### src/rtl/rtg_pkg.sv
`timescale 1ns/1ps
package rtg_pkg;
    localparam int REG_W    = 32;
    localparam int HALF_W   = 16;
    localparam int ADDR_W   = 4;
    localparam int PIX_W    = 24;
    localparam int NUM_REGS = 15;

    localparam logic [ADDR_W-1:0] A_RUN     = 4'd0;
    localparam logic [ADDR_W-1:0] A_MODE    = 4'd1;
    localparam logic [ADDR_W-1:0] A_HTIME   = 4'd2;
    localparam logic [ADDR_W-1:0] A_VPER    = 4'd3;
    localparam logic [ADDR_W-1:0] A_VPULSE  = 4'd4;
    localparam logic [ADDR_W-1:0] A_DISP_H  = 4'd5;
    localparam logic [ADDR_W-1:0] A_DISP_VS = 4'd6;
    localparam logic [ADDR_W-1:0] A_DISP_VE = 4'd7;
    localparam logic [ADDR_W-1:0] A_ACT_H   = 4'd8;
    localparam logic [ADDR_W-1:0] A_ACT_VS  = 4'd9;
    localparam logic [ADDR_W-1:0] A_ACT_VE  = 4'd10;
    localparam logic [ADDR_W-1:0] A_BORDER  = 4'd11;
    localparam logic [ADDR_W-1:0] A_UFLOW   = 4'd12;
    localparam logic [ADDR_W-1:0] A_POL     = 4'd13;
    localparam logic [ADDR_W-1:0] A_FETCH   = 4'd14;

    localparam int MODE_ACT_H = 29;
    localparam int MODE_ACT_V = 30;
    localparam int MODE_FETCH = 31;

    typedef struct packed {
        logic [HALF_W-1:0] htotal;
        logic [HALF_W-1:0] hpulse;
        logic [HALF_W-1:0] dh_lo;
        logic [HALF_W-1:0] dh_hi;
        logic [HALF_W-1:0] ah_lo;
        logic [HALF_W-1:0] ah_hi;
        logic [REG_W-1:0]  vper;
        logic [REG_W-1:0]  vpulse;
        logic [REG_W-1:0]  dv_lo;
        logic [REG_W-1:0]  dv_hi;
        logic [REG_W-1:0]  av_lo;
        logic [REG_W-1:0]  av_hi;
    } geom_t;

    typedef struct packed {
        logic       run;
        logic       frame_en;
        logic       line_en;
        logic       act_h_en;
        logic       act_v_en;
        logic       fetch_en;
        logic [2:0] pol;
    } ctrl_t;

    function automatic logic within_h(logic [HALF_W-1:0] v, logic [HALF_W-1:0] lo,
                                      logic [HALF_W-1:0] hi);
        return (v >= lo) && (v <= hi);
    endfunction

    function automatic logic within_f(logic [REG_W-1:0] v, logic [REG_W-1:0] lo,
                                      logic [REG_W-1:0] hi);
        return (v >= lo) && (v <= hi);
    endfunction
endpackage

### src/rtl/rtg_regs.sv
`timescale 1ns/1ps
module rtg_regs
    import rtg_pkg::*;
(
    input  logic              clk,
    input  logic              rst,
    input  logic              we,
    input  logic [ADDR_W-1:0] addr,
    input  logic [REG_W-1:0]  wdata,
    input  logic              frame_wrap,
    output ctrl_t             ctrl,
    output geom_t             geom_w,
    output logic [PIX_W-1:0]  border_clr,
    output logic [PIX_W-1:0]  uflow_clr,
    output logic [REG_W-1:0]  fetch_at
);
    logic [REG_W-1:0] live_q [NUM_REGS];
    geom_t            geom_live;
    geom_t            geom_q;
    logic             load;
    logic             unused_bits;

    always_ff @(posedge clk) begin
        if (rst) begin
            for (int i = 0; i < NUM_REGS; i++) live_q[i] <= '0;
        end else if (we && (int'(addr) < NUM_REGS)) begin
            live_q[addr] <= wdata;
        end
    end

    always_comb begin
        geom_live.htotal = live_q[A_HTIME][REG_W-1:HALF_W];
        geom_live.hpulse = live_q[A_HTIME][HALF_W-1:0];
        geom_live.vper   = live_q[A_VPER];
        geom_live.vpulse = live_q[A_VPULSE];
        geom_live.dh_lo  = live_q[A_DISP_H][HALF_W-1:0];
        geom_live.dh_hi  = live_q[A_DISP_H][REG_W-1:HALF_W];
        geom_live.dv_lo  = live_q[A_DISP_VS];
        geom_live.dv_hi  = live_q[A_DISP_VE];
        geom_live.ah_lo  = live_q[A_ACT_H][HALF_W-1:0];
        geom_live.ah_hi  = live_q[A_ACT_H][REG_W-1:HALF_W];
        geom_live.av_lo  = live_q[A_ACT_VS];
        geom_live.av_hi  = live_q[A_ACT_VE];
    end

    assign load = !live_q[A_RUN][0] || frame_wrap;

    always_ff @(posedge clk) begin
        if (rst)       geom_q <= '0;
        else if (load) geom_q <= geom_live;
    end

    assign geom_w        = geom_q;
    assign ctrl.run      = live_q[A_RUN][0];
    assign ctrl.frame_en = live_q[A_RUN][1];
    assign ctrl.line_en  = live_q[A_RUN][2];
    assign ctrl.act_h_en = live_q[A_MODE][MODE_ACT_H];
    assign ctrl.act_v_en = live_q[A_MODE][MODE_ACT_V];
    assign ctrl.fetch_en = live_q[A_MODE][MODE_FETCH];
    assign ctrl.pol      = live_q[A_POL][2:0];
    assign border_clr    = live_q[A_BORDER][PIX_W-1:0];
    assign uflow_clr     = live_q[A_UFLOW][PIX_W-1:0];
    assign fetch_at      = live_q[A_FETCH];

    assign unused_bits = ^{live_q[A_RUN][REG_W-1:3], live_q[A_MODE][MODE_ACT_H-1:0],
                           live_q[A_BORDER][REG_W-1:PIX_W], live_q[A_UFLOW][REG_W-1:PIX_W],
                           live_q[A_POL][REG_W-1:3]};
endmodule

### src/rtl/rtg_counters.sv
`timescale 1ns/1ps
module rtg_counters
    import rtg_pkg::*;
#(
    parameter int STAT_W = 16
) (
    input  logic              clk,
    input  logic              rst,
    input  ctrl_t             ctrl,
    input  logic [HALF_W-1:0] htotal,
    input  logic [REG_W-1:0]  vper,
    output logic [HALF_W-1:0] hpos,
    output logic [REG_W-1:0]  fpos,
    output logic [STAT_W-1:0] frame_cnt,
    output logic [STAT_W-1:0] line_cnt,
    output logic              frame_wrap
);
    logic line_end;
    logic frame_end;

    assign line_end   = ({1'b0, hpos} + 1'b1) >= {1'b0, htotal};
    assign frame_end  = ({1'b0, fpos} + 1'b1) >= {1'b0, vper};
    assign frame_wrap = ctrl.run && frame_end;

    always_ff @(posedge clk) begin
        if (rst || !ctrl.run) begin
            hpos      <= '0;
            fpos      <= '0;
            frame_cnt <= '0;
            line_cnt  <= '0;
        end else if (frame_end) begin
            hpos     <= '0;
            fpos     <= '0;
            line_cnt <= '0;
            if (ctrl.frame_en) frame_cnt <= frame_cnt + 1'b1;
        end else begin
            fpos <= fpos + 1'b1;
            if (line_end) begin
                hpos <= '0;
                if (ctrl.line_en) line_cnt <= line_cnt + 1'b1;
            end else begin
                hpos <= hpos + 1'b1;
            end
        end
    end
endmodule

### src/rtl/rtg_raster.sv
`timescale 1ns/1ps
module rtg_raster
    import rtg_pkg::*;
(
    input  ctrl_t             ctrl,
    input  geom_t             geom,
    input  logic [HALF_W-1:0] hpos,
    input  logic [REG_W-1:0]  fpos,
    input  logic [PIX_W-1:0]  border_clr,
    input  logic [PIX_W-1:0]  uflow_clr,
    input  logic [REG_W-1:0]  fetch_at,
    input  logic [PIX_W-1:0]  pix_in,
    input  logic              pix_in_valid,
    output logic              hsync,
    output logic              vsync,
    output logic              de,
    output logic [PIX_W-1:0]  pix_out,
    output logic              fetch_pulse
);
    logic hs_on, vs_on, in_disp, in_act;

    always_comb begin
        hs_on   = ctrl.run && (hpos < geom.hpulse);
        vs_on   = ctrl.run && (fpos < geom.vpulse);
        in_disp = ctrl.run && within_h(hpos, geom.dh_lo, geom.dh_hi)
                           && within_f(fpos, geom.dv_lo, geom.dv_hi);
        in_act  = (!ctrl.act_h_en || within_h(hpos, geom.ah_lo, geom.ah_hi))
               && (!ctrl.act_v_en || within_f(fpos, geom.av_lo, geom.av_hi));

        if (!in_disp)          pix_out = '0;
        else if (!in_act)      pix_out = border_clr;
        else if (!pix_in_valid) pix_out = uflow_clr;
        else                   pix_out = pix_in;
    end

    assign hsync       = hs_on   ^ ctrl.pol[0];
    assign vsync       = vs_on   ^ ctrl.pol[1];
    assign de          = in_disp ^ ctrl.pol[2];
    assign fetch_pulse = ctrl.run && ctrl.fetch_en && (fpos == fetch_at);
endmodule

### src/rtl/raster_timing_gen.sv
`timescale 1ns/1ps
module raster_timing_gen
    import rtg_pkg::*;
#(
    parameter int STAT_W = 16
) (
    input  logic              clk,
    input  logic              rst,
    input  logic              reg_we,
    input  logic [3:0]        reg_addr,
    input  logic [31:0]       reg_wdata,
    input  logic [23:0]       pix_in,
    input  logic              pix_in_valid,
    output logic              hsync,
    output logic              vsync,
    output logic              de,
    output logic [23:0]       pix_out,
    output logic              fetch_pulse,
    output logic [STAT_W-1:0] frame_cnt,
    output logic [STAT_W-1:0] line_cnt
);
    ctrl_t             ctrl;
    geom_t             geom_w;
    logic [PIX_W-1:0]  border_clr;
    logic [PIX_W-1:0]  uflow_clr;
    logic [REG_W-1:0]  fetch_at;
    logic [HALF_W-1:0] hpos;
    logic [REG_W-1:0]  fpos;
    logic              frame_wrap;

    rtg_regs u_regs (
        .clk(clk), .rst(rst), .we(reg_we), .addr(reg_addr), .wdata(reg_wdata),
        .frame_wrap(frame_wrap), .ctrl(ctrl), .geom_w(geom_w),
        .border_clr(border_clr), .uflow_clr(uflow_clr), .fetch_at(fetch_at)
    );

    rtg_counters #(.STAT_W(STAT_W)) u_cnt (
        .clk(clk), .rst(rst), .ctrl(ctrl), .htotal(geom_w.htotal), .vper(geom_w.vper),
        .hpos(hpos), .fpos(fpos), .frame_cnt(frame_cnt), .line_cnt(line_cnt),
        .frame_wrap(frame_wrap)
    );

    rtg_raster u_raster (
        .ctrl(ctrl), .geom(geom_w), .hpos(hpos), .fpos(fpos),
        .border_clr(border_clr), .uflow_clr(uflow_clr), .fetch_at(fetch_at),
        .pix_in(pix_in), .pix_in_valid(pix_in_valid),
        .hsync(hsync), .vsync(vsync), .de(de), .pix_out(pix_out),
        .fetch_pulse(fetch_pulse)
    );
endmodule

### config.mk
export PLATFORM = sky130hd
export DESIGN_NAME = raster_timing_gen
export DESIGN_NICKNAME = d
export VERILOG_FILES = /design/src/rtl/rtg_pkg.sv /design/src/rtl/rtg_regs.sv /design/src/rtl/rtg_counters.sv /design/src/rtl/rtg_raster.sv /design/src/rtl/raster_timing_gen.sv
export SDC_FILE = /design/constraint.sdc
export NUM_CORES = 2
export LEC_CHECK = 0
export BUFFER_PORTS_ARGS = -buffer_cell sky130_fd_sc_hd__buf_4
export CAP_MARGIN = 20
export CORE_ASPECT_RATIO = 0.8
export CORE_MARGIN = 2
export CORE_UTILIZATION = 54
export CTS_CLUSTER_DIAMETER = 40
export DETAILED_ROUTE_END_ITERATION = 10
export PLACE_DENSITY = 0.72
export SLEW_MARGIN = 20
export SYNTH_ARGS = -nofsm -noshare
export SYNTH_HDL_FRONTEND = slang
export SYNTH_SLANG_ARGS = --single-unit
export TNS_END_PERCENT = 50
### constraint.sdc
create_clock -name clk -period 3.91 [get_ports clk]
set_input_delay 0.782 -clock clk [delete_from_list [all_inputs] [get_ports clk]]
set_output_delay 0.782 -clock clk [all_outputs]
set_load 0.05 [all_outputs]
**Yosys cells after proc, flatten, opt, wreduce, memory -nomap -nowiden**

Memory sizes are Yosys's and may differ from the RTL's. A register that Yosys moved wholly into a read port is not among the register bits.
Index checks and enable logic that the tools add are counted.

- Register bits after elaboration: 80
- Latch bits: 0
- RAM bits: 480
- Memory bits (read-only): 0
- Bits of input ports: 64
- Output and inout bits: 60
- Logic and storage cells: 64
- Memories: 1

- Add/subtract/negate cells: 6
- $mul: 0
- Div/mod/pow operators: 0
- $lt $le $gt $ge: 13
- Equality and inequality tests: 1
- Shifts and indexed selects: 0
- Mux-type cells: 11
- Bitwise gates (word level): 3
- Reduce and logical (&&, ||, !) cells: 25

Memory list:

| name | words | width | read ports | clocked after memory_dff | write ports | RTL line | text |
|---|---|---|---|---|---|---|---|
| u_regs.live_q | 15 | 32 | 15 | 9 | 15 | rtg_regs.sv:17 | `logic [REG_W-1:0] live_q [NUM_REGS];` |

Operators by type and width:

| kind | number |
|---|---|
| two-way mux 24 bit | 3 |
| greater-or-equal comparator 32 bit | 2 |
| <= comparator 32 bit | 2 |
| adder 16 x 1 -> 16 bit, second input constant | 3 |
| adder 32 x 1 -> 33 bit, second input constant | 1 |
| greater-or-equal comparator 33 x 32 -> 1 bit | 1 |
| adder 32 x 1 -> 32 bit, second input constant | 1 |
| == test 32 bit | 1 |
| greater-or-equal comparator 16 bit | 2 |
| <= comparator 16 bit | 2 |
| less-than comparator 32 bit | 1 |
| two-way mux 32 bit | 1 |
| OR reduction 32 bit | 1 |
| adder 16 x 1 -> 17 bit, second input constant | 1 |
| greater-or-equal comparator 17 x 16 -> 1 bit | 1 |
| less-than comparator 16 bit | 1 |
| logical AND 1 bit | 13 |
| two-way mux 1 bit | 6 |
| logical OR 1 bit | 4 |
| less-than comparator 4 bit, second input constant | 1 |
| two-way mux 4 bit | 1 |
| AND reduction 2 bit | 2 |
| logical NOT 1 bit | 3 |
| OR reduction 3 bit | 1 |
| other kinds (2) | 4 |

**Depth between registers and ports, before layout**

- Word-level depth: 7
- Gate-level depth with buffers: 19

**Cells and area by module**

Synthesis repeated with hierarchy kept, for this count alone.

- Cell total of the unflattened synthesis: 3654
- Area total of the unflattened synthesis: 35844.4 sq um

By module, submodules not included:

| module | instances | cells each | area each (sq um) |
|---|---|---|---|
| rtg_regs | 1 | 2104 | 23996.8 |
| rtg_raster | 1 | 976 | 7045.5 |
| rtg_counters | 1 | 574 | 4802.1 |

**Worst setup path after synthesis**

OpenSTA, ideal clock, no wires.

- Kind: register to output
- From: reg u_cnt.hpos[7]
- To: out pix_out[10]
- Data arrival time: 3.632 ns
- Data required time: 3.128 ns
- Setup slack: -0.504 ns
- Stages on the path, launching flop included: 10
- Path buffers: 1
- Path through: dfxtp_1 > ha_1 > a21oi_1 > o21a_1 > nor3_1 > or4b_2 > a32oi_1 > buf_2 > a31oi_1 > a211oi_1

- Word-level cells in the longest chain between the ends: 6
- Elaborated cells on any way between the ends: 12
- Those cells by class: 4 x order compare; 2 x mux; 6 x reduce/logical

Ends and longest elaborated chain:

| element | RTL line | text |
|---|---|---|
| start, declared | rtg_counters.sv:12 | `output logic [HALF_W-1:0] hpos,` |
| start signal, assigned | rtg_counters.sv:42 | `hpos <= hpos + 1'b1;` |
| greater-or-equal comparator 16 bit or <= comparator 16 bit (tied branches) | rtg_pkg.sv:56 | `return (v >= lo) && (v <= hi);` |
| logical AND 1 bit | rtg_pkg.sv:56 |  |
| logical OR 1 bit | rtg_raster.sv:27 | `in_act = (!ctrl.act_h_en \|\| within_h(hpos, geom.ah_lo, geom.ah_hi))` |
| logical AND 1 bit | rtg_raster.sv:28 | `&& (!ctrl.act_v_en \|\| within_f(fpos, geom.av_lo, geom.av_hi));` |
| two-way mux 24 bit | rtg_raster.sv:31 | `else if (!in_act) pix_out = border_clr;` |
| two-way mux 24 bit * | rtg_raster.sv:30 | `if (!in_disp) pix_out = '0;` |
| end, declared | raster_timing_gen.sv:17 | `output logic [23:0] pix_out,` |

Every way passes the cells marked *; elsewhere a longest branch is shown, timed or not.

**Worst setup path in the final report**

- From: reg u_cnt.fpos[19]
- To: out pix_out[23]

- Word-level cells in the longest chain between the ends: 6
- Elaborated cells on any way between the ends: 11
- Those cells by class: 4 x order compare; 2 x mux; 5 x reduce/logical

Ends and longest elaborated chain:

| element | RTL line | text |
|---|---|---|
| start, declared | rtg_counters.sv:13 | `output logic [REG_W-1:0] fpos,` |
| start signal, assigned | rtg_counters.sv:37 | `fpos <= fpos + 1'b1;` |
| greater-or-equal comparator 32 bit or <= comparator 32 bit (tied branches) | rtg_pkg.sv:61 | `return (v >= lo) && (v <= hi);` |
| logical AND 1 bit | rtg_pkg.sv:61 |  |
| logical OR 1 bit | rtg_raster.sv:28 |  |
| logical AND 1 bit | rtg_raster.sv:28 |  |
| two-way mux 24 bit | rtg_raster.sv:31 |  |
| two-way mux 24 bit * | rtg_raster.sv:30 |  |

Marks and branches as above.

==> results.toml <==
[power]
total_leakage_power_uw = 0.01993
power.density_nw_per_um2 = 419.4
finalPower_uw = 21030
peakVddDrop_mv = 0.3723

[cells_and_area]
nets = 4469
layout.cells.non_filler = 5147
area_growth_pct = 31.26
final_layout_size_suffix_gt1_frac = 0.2471
utilization = 0.7142

[floorplanning]
die_h_um = 241.9
coreArea_um2 = 70210
die_w_um = 301.4
start_util = 0.5441
die-area_um2 = 72900
pin_count = 124
rows = 87

[sta]
worst_pin_slew_ns = 1.155
rsz0062_at_grt = "yes"
fin_ws_ns = -0.7382
finalHoldViolCount = 0
setup_violations = 394
finalClockSkew_ns = 0.02431
final.min_clock_period_ns = 4.648
max_slew_margin = 0.2298
final_max_slew_viol_count = 0
hold_slack_ns = 0.4882
fmax_mhz = 215.1
fin_crit_sh = 1.189

[detailed_routing]
vias = 30940
drt_wl_total_mm = 123.5
ant_nets = 0
viasPerCell = 6.010
routed.top_layer = "met5"
drt-met1-wl_mm = 51.30
wl_met2_mm = 53.70
first_pass_iters = 5
drt_iter0_drc = 3172
wl_met3_mm = 13.11
wire_per_inst_um = 23.99
route.detailed.drc = 0

[setup_path]
cp_max_fo = 8
criticalPathCategory = "reg -> out"
end_kind = "primary output"
rrSetupSlack_ns = -0.53
crit_path_start_kind = "register"
timing.rr.end = "u_regs.geom_w[140]"
reg2reg_depth = 23
required_ns = 3.13
reg2reg_from = "u_cnt.fpos[0]"
arrival_ns = 3.87

[synth]
syn_area_um2 = 38200
async_flop_share = 0
ys_ff_latch = 745
ys.flop_type = "edfxtp_1"
synth_commonest_cells = "and2_1, edfxtp_1, dfxtp_1"
yosysMostFrequentCell = "and2_1"
yosys-top-cells-area = "edfxtp_1, dfxtp_1, ha_1"
synth_cell_types = 63
synth_top_cell_by_area = "edfxtp_1"
seq_area_frac_synth = 0.4892
syn_inst = 3738
synth_top_cell_area_share = 0.2963
synth_edf_count = 377
synth_warnings = 0
synth_nets = 4092
avgSynthCellArea_um2 = 10.22

[global_route]
antenna_found_initial = 8
grt_pass1_wl_mm = 179.7
overflow = 0
grt_usage = 0.3234
grt_pass1_vias = 29790
grt_max_degree = 215

[status]
violations = "negative setup slack"
status = "finished, violations left"

[clock_tree]
root_buffer = "clkbuf_16"
hold_buffers = 0
cts_inserted_buffers = 107
clock_path_buffers = 3
cts_tree = "done"
clk_latency_ns = 0.69
h-tree-depth = 3
cts_sinks = 745
worst_setup_hold_path_clk_slew_ns = 0.06

[placement]
pre_cts_ws_ns = -0.3476
place.gp.congestion = 0.8854
io_buffers = 123
dp_hpwl_mm = 69.15
place_inst = 4788

[flow_run]
maxCapViolations = 0

[min_path]
min_path_type = "reg -> reg"
min_path_cells = 2
holdCritStartpoint = "u_regs.geom_w[152]"
holdPathEnd = "u_regs.geom_w[152]"
==> final cells by class <==
cell class / count / area, um^2
antenna: 4 / 10.01
clock buffer: 138 / 2972
clock inverter: 65 / 744.5
fill: 4790 / 20070
inverter: 299 / 1122
multi-input combinational: 2436 / 19090
sequential: 745 / 18740
tap: 934 / 1169
timing repair buffer: 526 / 6296
==> worst max-delay path by stage <==
stage                   start     endpoint  slack, ns
2_1_floorplan  u_cnt.fpos[26]   pix_out[0]      -0.32
3_3_place_gp    u_cnt.fpos[0]   pix_out[2]      -0.30
3_5_place_dp    u_cnt.fpos[0]   pix_out[2]      -0.35
4_1_cts        u_cnt.fpos[14]  pix_out[18]      -0.65
5_1_grt        u_cnt.fpos[17]  pix_out[23]      -0.82
6_report       u_cnt.fpos[19]  pix_out[23]      -0.74
==> stage by stage <==
step / setup TNS, ns / instance area (um^2)
CTS: -113.44 / 48810
floorplan: -1.738 / 38480
finish: -166.64 / 50140
global route: -229.71 / 50130
detailed placement: -51.65 / 41910
global placement: -33.05 / 41910
==> critical path, cell delays in order, from the launching register on <==
cell	delay [ns]
dfxtp_4	0.36
buf_4	0.14
ha_1	0.33
and4_2	0.33
nand4bb_4	0.19
nor4bb_4	0.31
buf_4	0.18
o41ai_4	0.10
a31oi_4	0.20
nand4_1	0.17
buf_6	0.21
buf_4	0.17
a211oi_4	0.25
buf_6	0.20
==> metal layers <==
metal	global-route usage	vias to the layer above
li1	-	14050
met1	0.4468	15070
met2	0.4687	1499
met3	0.09766	312
met4	0.1397	6
met5	0	-
==> logic make-up after synthesis <==
group / after synthesis / share of synthesized area
AO/OA/AOI/OAI: 617 / 0.09154
XOR/XNOR: 83 / 0.01903
adder cells (fa/ha/maj): 290 / 0.09498
buffers and inverters: 557 / 0.05725
flip-flops: 745 / 0.4892
multiplexers: 26 / 0.006812
AND/OR/NAND/NOR: 1420 / 0.2412
==> what timing repair did <==
action,4_1_cts,5_1_grt
setup endpoints to repair,393,396
buffers inserted,78,34
endpoints found under the hold margin,0,0
cloned,46,23
pin swaps,147,154
resized for setup,412,402
==> cells in the final DEF, fill, tap and decap left out, drive strengths merged, types with 62 or more instances in the layout <==
cell / synthesis / final
nand4b: 289 / 289
nand2: 98 / 98
and2: 383 / 383
clkbuf: 176 / 159
buf: 82 / 502
nand4: 62 / 62
ha: 290 / 290
a21oi: 112 / 112
inv: 299 / 310
dfxtp: 368 / 368
nand2b: 298 / 298
nor2: 67 / 67
edfxtp: 377 / 377
o21ai: 345 / 345
==> power breakdown <==
part,switching [uW],internal [uW],total [uW]
registers,193,8630,8820
logic,1300,940,2240
clock network,3870,6100,9960
==> flip-flops by register name (all words and copies together), names as in the netlist <==
register and cells:
u_cnt.line_cnt 16, u_cnt.fpos 32, u_regs.geom_w 288, u_cnt.frame_cnt 16, u_regs.live_q 377, u_cnt.hpos 16
Power figures use the tool's default switching activity.
